--- src/rtl/dma_rl_pkg.sv ---
package dma_rl_pkg;

    typedef enum logic [1:0] {
        ST_IDLE,
        ST_WAIT,
        ST_READ,
        ST_WRITE
    } chan_state_t;

    typedef struct packed {
        logic enable;
        logic rewind;
        logic burst;
    } chan_ctrl_t;

    localparam logic [1:0] SEL_SRC  = 2'd0;
    localparam logic [1:0] SEL_DST  = 2'd1;
    localparam logic [1:0] SEL_CNT  = 2'd2;
    localparam logic [1:0] SEL_CTRL = 2'd3;

    localparam int CTL_EN     = 0;
    localparam int CTL_REWIND = 1;
    localparam int CTL_BURST  = 2;
    localparam int CTL_CLR    = 3;

endpackage

--- src/rtl/dma_rl_regs.sv ---
module dma_rl_regs
    import dma_rl_pkg::*;
#(
    parameter int AW    = 16,
    parameter int CW    = 12,
    parameter int GROUP = 4
) (
    input  logic          clk,
    input  logic          rst_n,
    input  logic          cfg_we,
    input  logic [1:0]    cfg_sel,
    input  logic [AW-1:0] cfg_wdata,
    input  logic          busy,
    input  logic          advance,
    output chan_ctrl_t    ctrl,
    output logic [AW-1:0] src_addr,
    output logic [AW-1:0] dst_addr,
    output logic          cnt_zero,
    output logic          cnt_last,
    output logic          grp_last,
    output logic          done,
    output logic          irq
);

    localparam int GW = (GROUP > 1) ? $clog2(GROUP) : 1;
    localparam logic [GW-1:0] GRP_END = GW'(GROUP - 1);

    typedef struct packed {
        logic [AW-1:0] src_start;
        logic [AW-1:0] src;
        logic [AW-1:0] dst;
        logic [CW-1:0] cnt;
        logic [GW-1:0] grp;
        chan_ctrl_t    ctrl;
        logic          done;
        logic          irq;
    } regs_t;

    regs_t r_d, r_q;

    always_comb begin
        r_d     = r_q;
        r_d.irq = 1'b0;

        if (cfg_we) begin
            case (cfg_sel)
                SEL_SRC: begin
                    if (!busy) begin
                        r_d.src_start = cfg_wdata;
                        r_d.src       = cfg_wdata;
                        r_d.grp       = '0;
                    end
                end
                SEL_DST: begin
                    if (!busy) r_d.dst = cfg_wdata;
                end
                SEL_CNT: begin
                    if (!busy) r_d.cnt = cfg_wdata[CW-1:0];
                end
                default: begin
                    r_d.ctrl.enable = cfg_wdata[CTL_EN];
                    r_d.ctrl.rewind = cfg_wdata[CTL_REWIND];
                    r_d.ctrl.burst  = cfg_wdata[CTL_BURST];
                    if (cfg_wdata[CTL_CLR]) r_d.done = 1'b0;
                end
            endcase
        end

        if (advance) begin
            r_d.dst = r_q.dst + AW'(1);
            r_d.cnt = r_q.cnt - CW'(1);
            if (r_q.grp == GRP_END) begin
                r_d.grp = '0;
                r_d.src = r_q.ctrl.rewind ? r_q.src_start : r_q.src + AW'(1);
            end else begin
                r_d.grp = r_q.grp + GW'(1);
                r_d.src = r_q.src + AW'(1);
            end
            if (r_q.cnt == CW'(1)) begin
                r_d.done = 1'b1;
                r_d.irq  = 1'b1;
            end
        end
    end

    always_ff @(posedge clk or negedge rst_n) begin
        if (!rst_n) r_q <= '0;
        else        r_q <= r_d;
    end

    assign ctrl     = r_q.ctrl;
    assign src_addr = r_q.src;
    assign dst_addr = r_q.dst;
    assign cnt_zero = (r_q.cnt == '0);
    assign cnt_last = (r_q.cnt == CW'(1));
    assign grp_last = (r_q.grp == GRP_END);
    assign done     = r_q.done;
    assign irq      = r_q.irq;

endmodule

--- src/rtl/dma_rl_seq.sv ---
module dma_rl_seq
    import dma_rl_pkg::*;
#(
    parameter int DW = 8
) (
    input  logic          clk,
    input  logic          rst_n,
    input  logic          xfer_req,
    input  logic          bus_gnt,
    input  chan_ctrl_t    ctrl,
    input  logic          done,
    input  logic          cnt_zero,
    input  logic          cnt_last,
    input  logic          grp_last,
    input  logic [DW-1:0] rdata,
    output logic          bus_req,
    output logic          rd,
    output logic          wr,
    output logic          advance,
    output logic [DW-1:0] wdata
);

    typedef struct packed {
        chan_state_t   state;
        logic [DW-1:0] hold;
    } seq_t;

    seq_t s_d, s_q;
    logic stop_after_wr;

    always_comb begin
        s_d = s_q;
        stop_after_wr = cnt_last || !ctrl.enable || !ctrl.burst
                        || (ctrl.rewind && grp_last);

        case (s_q.state)
            ST_IDLE: begin
                if (xfer_req && ctrl.enable && !done && !cnt_zero)
                    s_d.state = ST_WAIT;
            end
            ST_WAIT: begin
                if (!ctrl.enable)  s_d.state = ST_IDLE;
                else if (bus_gnt)  s_d.state = ST_READ;
            end
            ST_READ: begin
                s_d.hold  = rdata;
                s_d.state = ST_WRITE;
            end
            default: begin
                if (stop_after_wr) s_d.state = ST_IDLE;
                else if (bus_gnt)  s_d.state = ST_READ;
                else               s_d.state = ST_WAIT;
            end
        endcase
    end

    always_ff @(posedge clk or negedge rst_n) begin
        if (!rst_n) s_q <= '{state: ST_IDLE, hold: '0};
        else        s_q <= s_d;
    end

    assign bus_req = (s_q.state != ST_IDLE);
    assign rd      = (s_q.state == ST_READ);
    assign wr      = (s_q.state == ST_WRITE);
    assign advance = wr;
    assign wdata   = s_q.hold;

endmodule

--- src/rtl/dma_reload_chan.sv ---
module dma_reload_chan
    import dma_rl_pkg::*;
#(
    parameter int AW    = 16,
    parameter int DW    = 8,
    parameter int CW    = 12,
    parameter int GROUP = 4
) (
    input  logic          clk,
    input  logic          rst_n,
    input  logic          cfg_we,
    input  logic [1:0]    cfg_sel,
    input  logic [AW-1:0] cfg_wdata,
    input  logic          xfer_req,
    output logic          bus_req,
    input  logic          bus_gnt,
    output logic [AW-1:0] mem_addr,
    output logic          mem_rd,
    output logic          mem_wr,
    output logic [DW-1:0] mem_wdata,
    input  logic [DW-1:0] mem_rdata,
    output logic          irq,
    output logic          xfer_done
);

    chan_ctrl_t    ctrl;
    logic [AW-1:0] src_addr, dst_addr;
    logic          cnt_zero, cnt_last, grp_last, advance;

    dma_rl_regs #(.AW(AW), .CW(CW), .GROUP(GROUP)) u_regs (
        .clk      (clk),
        .rst_n    (rst_n),
        .cfg_we   (cfg_we),
        .cfg_sel  (cfg_sel),
        .cfg_wdata(cfg_wdata),
        .busy     (bus_req),
        .advance  (advance),
        .ctrl     (ctrl),
        .src_addr (src_addr),
        .dst_addr (dst_addr),
        .cnt_zero (cnt_zero),
        .cnt_last (cnt_last),
        .grp_last (grp_last),
        .done     (xfer_done),
        .irq      (irq)
    );

    dma_rl_seq #(.DW(DW)) u_seq (
        .clk     (clk),
        .rst_n   (rst_n),
        .xfer_req(xfer_req),
        .bus_gnt (bus_gnt),
        .ctrl    (ctrl),
        .done    (xfer_done),
        .cnt_zero(cnt_zero),
        .cnt_last(cnt_last),
        .grp_last(grp_last),
        .rdata   (mem_rdata),
        .bus_req (bus_req),
        .rd      (mem_rd),
        .wr      (mem_wr),
        .advance (advance),
        .wdata   (mem_wdata)
    );

    assign mem_addr = mem_wr ? dst_addr : src_addr;

endmodule

--- config.mk ---
export PLATFORM = sky130hd
export DESIGN_NAME = dma_reload_chan
export DESIGN_NICKNAME = d
export VERILOG_FILES = /design/src/rtl/dma_rl_pkg.sv /design/src/rtl/dma_rl_regs.sv /design/src/rtl/dma_rl_seq.sv /design/src/rtl/dma_reload_chan.sv
export SDC_FILE = /design/constraint.sdc
export NUM_CORES = 1
export LEC_CHECK = 0
export BUFFER_PORTS_ARGS = -buffer_cell sky130_fd_sc_hd__buf_2
export CORE_UTILIZATION = 50
export DETAILED_ROUTE_END_ITERATION = 16
export HOLD_SLACK_MARGIN = 0.05
export MAX_ROUTING_LAYER = met4
export PLACE_DENSITY_LB_ADDON = 0.05
export SETUP_SLACK_MARGIN = 0.02
export SYNTH_ARGS = -nofsm -noshare
export SYNTH_HDL_FRONTEND = slang
export SYNTH_HIERARCHICAL = 1
export SYNTH_SLANG_ARGS = --single-unit
--- constraint.sdc ---
create_clock -name clk -period 2.89 [get_ports clk]
set_clock_uncertainty 0.2 [all_clocks]
set_input_delay 0.1445 -clock clk [delete_from_list [all_inputs] [get_ports clk]]
set_output_delay 0.1445 -clock clk [all_outputs]
set_load 0.01 [all_outputs]
# == Yosys cells after proc, flatten, opt, wreduce, memory -nomap -nowiden ==
# Index checks and enable logic that the tools add are counted.
# classes
n_bitwise,2
n_mux,24
addsub,4
reduce_logical,26
n_eq_ne,10
# op_table
op,n
2-to-1 mux 16 bit,7
2-to-1 mux 50 bit,1
2-to-1 mux 46 bit,1
"adder 16 x 1 -> 16 bit, second input constant",2
2-to-1 mux 12 bit,2
2-to-1 mux 2 bit,10
"equality test 12 x 1 -> 1 bit, second input constant",1
logical NOT 12 bit,1
AND reduction 3 bit,4
"subtractor 12 x 1 -> 12 bit, second input constant",1
nonzero test 2 bit,5
"equality test 2 bit, second input constant",4
one-hot mux 2 bit (3 select lines),1
"equality test 2 x 1 -> 1 bit, second input constant",2
logical AND 1 bit,4
logical NOT 1 bit,4
logical NOT 2 bit,2
2-to-1 mux 4 bit,1
AND reduction 2 bit,2
logical OR 1 bit,3
"inequality test 3 bit, second input constant",1
OR reduction 3 bit,1
"adder 2 x 1 -> 2 bit, second input constant",1
"inequality test 2 x 1 -> 1 bit, second input constant",1
3 further kinds,4
# word_totals
out_inout_bits,29
inputBits,31
reg_bits,77

# == Longest topological paths before layout ==
# depth
depth_word,6
depth_mapped,9

# == By module ==
# Netlist, hierarchy kept.
# modules_own_cells
mod,instances,seq_area_each_um2,area_per_inst_um2,cells_each
dma_rl_regs,1,1676.6,4063.9,474
dma_rl_seq,1,250.2,485.5,42
dma_reload_chan,1,0.0,249.0,18

# == Worst setup path after synthesis ==
# No wires, ideal clock.
# synth_timing
path_type,register to register
from,reg u_seq/s_q[8] (netlist name)
to,reg u_regs/r_q[60] (netlist name)
arrival_time_ps,1955
setup_ps,118
path_buffers,3
path_stages_with_launch,7
path_slack_ps,617
synth_period_minus_slack_ps,2273
path_cell_list,dfrtp_1 or2_2 or4b_1 buf_2 buf_2 buf_1 a21o_1
# synth_between
elab_chain_len,3
# synth_rtl
item,line_no,rtl
start: declaration,dma_rl_seq.sv:28,"seq_t s_d, s_q;"
start signal: assignment,dma_rl_seq.sv:58,"if (!rst_n) s_q <= '{state: ST_IDLE, hold: '0};"
nonzero test 2 bit,dma_rl_seq.sv:62,assign bus_req = (s_q.state != ST_IDLE);
net bus_req,dma_reload_chan.sv:15,"output logic bus_req,"
NOT 1 bit (no source line),--,
AND reduction 3 bit (no source line),--,
end signal: assignment,dma_rl_regs.sv:88,else r_q <= r_d;
end: declaration,dma_rl_regs.sv:39,"regs_t r_d, r_q;"
# The timed path passes the listed nets, and every way through them passes these cells.
# A chain may end at the register's enable or synchronous reset.

# == Worst setup path after layout ==
# layout_timing
from,reg u_seq/s_q[8] (netlist name)
to,reg u_regs.r_q (netlist bit u_regs/src_addr[6])
# layout_between
elab_chain_len,3
# layout_rtl
item,line_no
equality test 2 bit / nonzero test 2 bit (equally long branches),"dma_rl_seq.sv:64, dma_rl_seq.sv:62"
inequality test 2 bit (no source line) / nonzero test 2 bit (equally long branches),--
AND reduction 3 bit (no source line),--
# Parallel ways exist; a longest one is shown, timed or not.

==> reports/qor.txt <==
Max Buffers Root-to-Sink -> 2
Pwr dens -> 869 nW/um2
Register bit count reported by yosys -> 77
Slew headroom -> 0.322
Critical path's slowest cell -> or4b_1
Vias in the first global route -> 3716
Largest cells by area after synthesis -> dfrtp_1 40%, buf_4 7.0%, nand2_1 5.6%
Placer Congestion -> 0.836
1st-iter DRT viols -> 237
CTS tree -> done
Layout Nets -> 610
Boundary pin count -> 60
Core area -> 9280 um2
Setup bufs post-CTS -> 0
Vias per cell -> 5.61
Syn Inst Count -> 534
Post-DRT Antenna Nets -> 0
CTS Buf Count -> 9
Routed via count -> 3971
Post-CTS Hold Buffers -> 27
Layout cells sized above 1 -> 0.214
Per-cell routed wire length -> 16.7 um
Hold Crit Class -> in -> reg
Pin count of the biggest net entering global routing -> 78
DRC Markers -> 0
Inst Count DP -> 665
P_leak -> 2.38 nW
CP Launch Type -> flip-flop
Syn_nets -> 570
Synth Flop Type -> dfrtp_1
Crit end category -> flip-flop
Req. time, crit path -> 2.94 ns
Slew @ Worst Pin -> 1.02 ns
H-Tree Depth -> 3
Final Hold Viols -> 0
Drt pass-1 iters -> 4
Synth unique cells -> 58
Skew-Pair Late Insertion Delay -> 0.35 ns
EDFF count, synth -> 0
Final core occ -> 0.580
Crit path largest cell delay -> 0.73 ns
Final setup fails -> 0
Worst EP arrival -> 2.57 ns
CP cell instances -> or2_2 -> or4b_1 -> buf_4 -> a211oi_1 -> a31oi_1 -> o21a_1
Fmax -> 397 MHz
Slew Limit Fails -> 0
Synth-to-layout area growth -> 12.2%
Most common library cells after synthesis -> 77 x dfrtp_1, 72 x nand2_1, 56 x nor2_1
Root Driver -> clkbuf_8
Area of placed instances -> 4900 um2
Post-synth top area cell -> dfrtp_1
Part of the cycle the worst path needs -> 0.873
Peak supply drop -> 0.000414 V
Avg Synthesized Cell Area -> 8.99 um2
Most common cell in the netlist -> dfrtp_1
Initial antenna violation count -> 0
GRT Overall Usage -> 0.258
Clk sink count -> 77
Fin area -> 5380 um2
Setup CP Type -> reg -> reg
HPWL Detailed -> 8160 um
RSZ-0062 raised after global routing -> no
Synthesized area -> 4800 um2
Starting Density -> 0.517
Die Ht -> 100 um
Overflow after GRT -> 0
Status -> complete, no violations
CTS-repair resized insts -> 0
Crit-path max FO -> 18
Post-route minimum period -> 2.52 ns
Clock slew seen by the registers of the worst setup and hold paths -> 0.09 ns
ANT cells -> 0
Maxcap violations -> 0
Layout fillers -> 874
Synth top area share -> 0.402
Global-route wire length before repair -> 19200 um
Routed wire length -> 11800 um
Synth Warn # -> 6
Setup_tns -> 0 ns
Die width -> 100 um
Rows -> 35
Filler-free cell count of the finished design -> 708
Async SR Flop Fraction -> 1.00
Sequential area share after synthesis -> 0.402
Die Area -> 9990 um2
IO Port Bufs -> 59
-- logic make-up (layout without fill, tap and decap cells) --
| family | Yosys count | in the layout | synth area share |
|---|---|---|---|
| multiplexers | 28 | 28 | 0.0733 |
| buffers and inverters | 83 | 128 | 0.106 |
| XOR/XNOR | 19 | 19 | 0.0347 |
| AO/OA/AOI/OAI | 124 | 124 | 0.174 |
| AND/OR/NAND/NOR | 198 | 198 | 0.197 |
| adder cells (fa/ha/maj) | 5 | 5 | 0.0130 |
| flip-flops | 77 | 77 | 0.402 |
-- state kept, by name, summed over array words and instances (netlist names) --
register         cells
u_regs/r_q          30
u_regs/ctrl          3
u_regs/src_addr     16
u_regs/dst_addr     16
u_regs/done          1
u_seq/wdata          8
u_regs/irq           1
u_seq/s_q            2
-- stage by stage --
| stage | hold WS (ns) | total power [mW] | setup WS [ns] |
|---|---|---|---|
| CTS | 0.0834 | 4.69 | 0.350 |
| detailed placement | 0.157 | 3.74 | 0.372 |
| floorplan | -0.351 | 3.51 | 0.617 |
| global route | 0.128 | 5.02 | 0.207 |
| finish | 0.0778 | 4.68 | 0.368 |
| global placement | 0.158 | 3.69 | 0.433 |
-- metal layers --
layer  track usage  share of wire  vias to the layer above
met1         0.340           0.47                     1918
met2         0.420           0.48                       98
met3        0.0279          0.039                       10
met4        0.0781          0.011                        0
met5             -              0                        -
li1              -              -                     1945
-- layout by cell type (no fill, tap or decap), types with 3 or more instances in the layout --
| cell | count |
|---|---|
| nand3_1 | 17 |
| a31oi_1 | 12 |
| nand4_1 | 6 |
| nor4_1 | 4 |
| xnor2_1 | 14 |
| nand2_1 | 72 |
| buf_4 | 15 |
| nand2b_1 | 3 |
| nor2_1 | 56 |
| a221o_1 | 5 |
| and3_1 | 5 |
| nor3_1 | 8 |
| a21o_1 | 11 |
| buf_2 | 58 |
| a211oi_1 | 27 |
| o21ai_0 | 16 |
| clkbuf_8 | 9 |
| ha_1 | 5 |
| o221ai_1 | 4 |
| a21oi_1 | 29 |
| o22ai_1 | 3 |
| or3_1 | 3 |
| and2_1 | 5 |
| nor2b_1 | 3 |
| xor2_1 | 5 |
| o211ai_1 | 6 |
| dfrtp_1 | 77 |
| mux2_4 | 10 |
| inv_1 | 11 |
| dlygate4sd3_1 | 27 |
| mux2_2 | 17 |
-- layout make-up --
class / count / area (um2) / area share
repair buffers: 100 / 673 / 0.125
multi-input cells: 374 / 2360 / 0.439
well taps: 129 / 161 / 0.0300
clock buffers: 11 / 131 / 0.0244
inverters: 12 / 45.0 / 0.00837
flip-flops and latches: 77 / 1930 / 0.358
clock inverters: 5 / 83.8 / 0.0156
-- report_power, final --
part | leakage, nW | internal, mW | switching, mW | total [mW]
registers | 0.977 | 1.51 | 0.477 | 1.99
clock network | 0.100 | 0.491 | 0.426 | 0.916
logic | 1.30 | 0.883 | 0.889 | 1.77
-- worst max-delay path, delay by kind of cell (launching register included) --
| family | cells | cell delay, ns |
|---|---|---|
| AO/OA/AOI/OAI | 3 | 0.43 |
| AND/OR/NAND/NOR | 2 | 1.07 |
| flip-flops | 1 | 0.43 |
| buffers and inverters | 1 | 0.28 |
-- worst paths after layout --
check	end	start	slack, ns	cells after the start
max	u_regs/src_addr[6]$_DFFE_PN0P_	u_seq/s_q[8]$_DFFE_PN0P_	0.37	6
max in group asynchronous	u_regs/r_q[11]$_DFFE_PN0P_	rst_n	1.50	2
min reg2reg	u_regs/r_q[55]$_DFFE_PN0P_	u_regs/r_q[55]$_DFFE_PN0P_	0.28	1
min in group asynchronous	u_seq/wdata[2]$_DFFE_PN0P_	rst_n	0.30	2
max reg2reg	u_regs/src_addr[6]$_DFFE_PN0P_	u_seq/s_q[8]$_DFFE_PN0P_	0.37	6
min	u_regs/r_q[57]$_DFFE_PN0P_	cfg_wdata[6]	0.08	4
(Power assumes the default switching activity.)
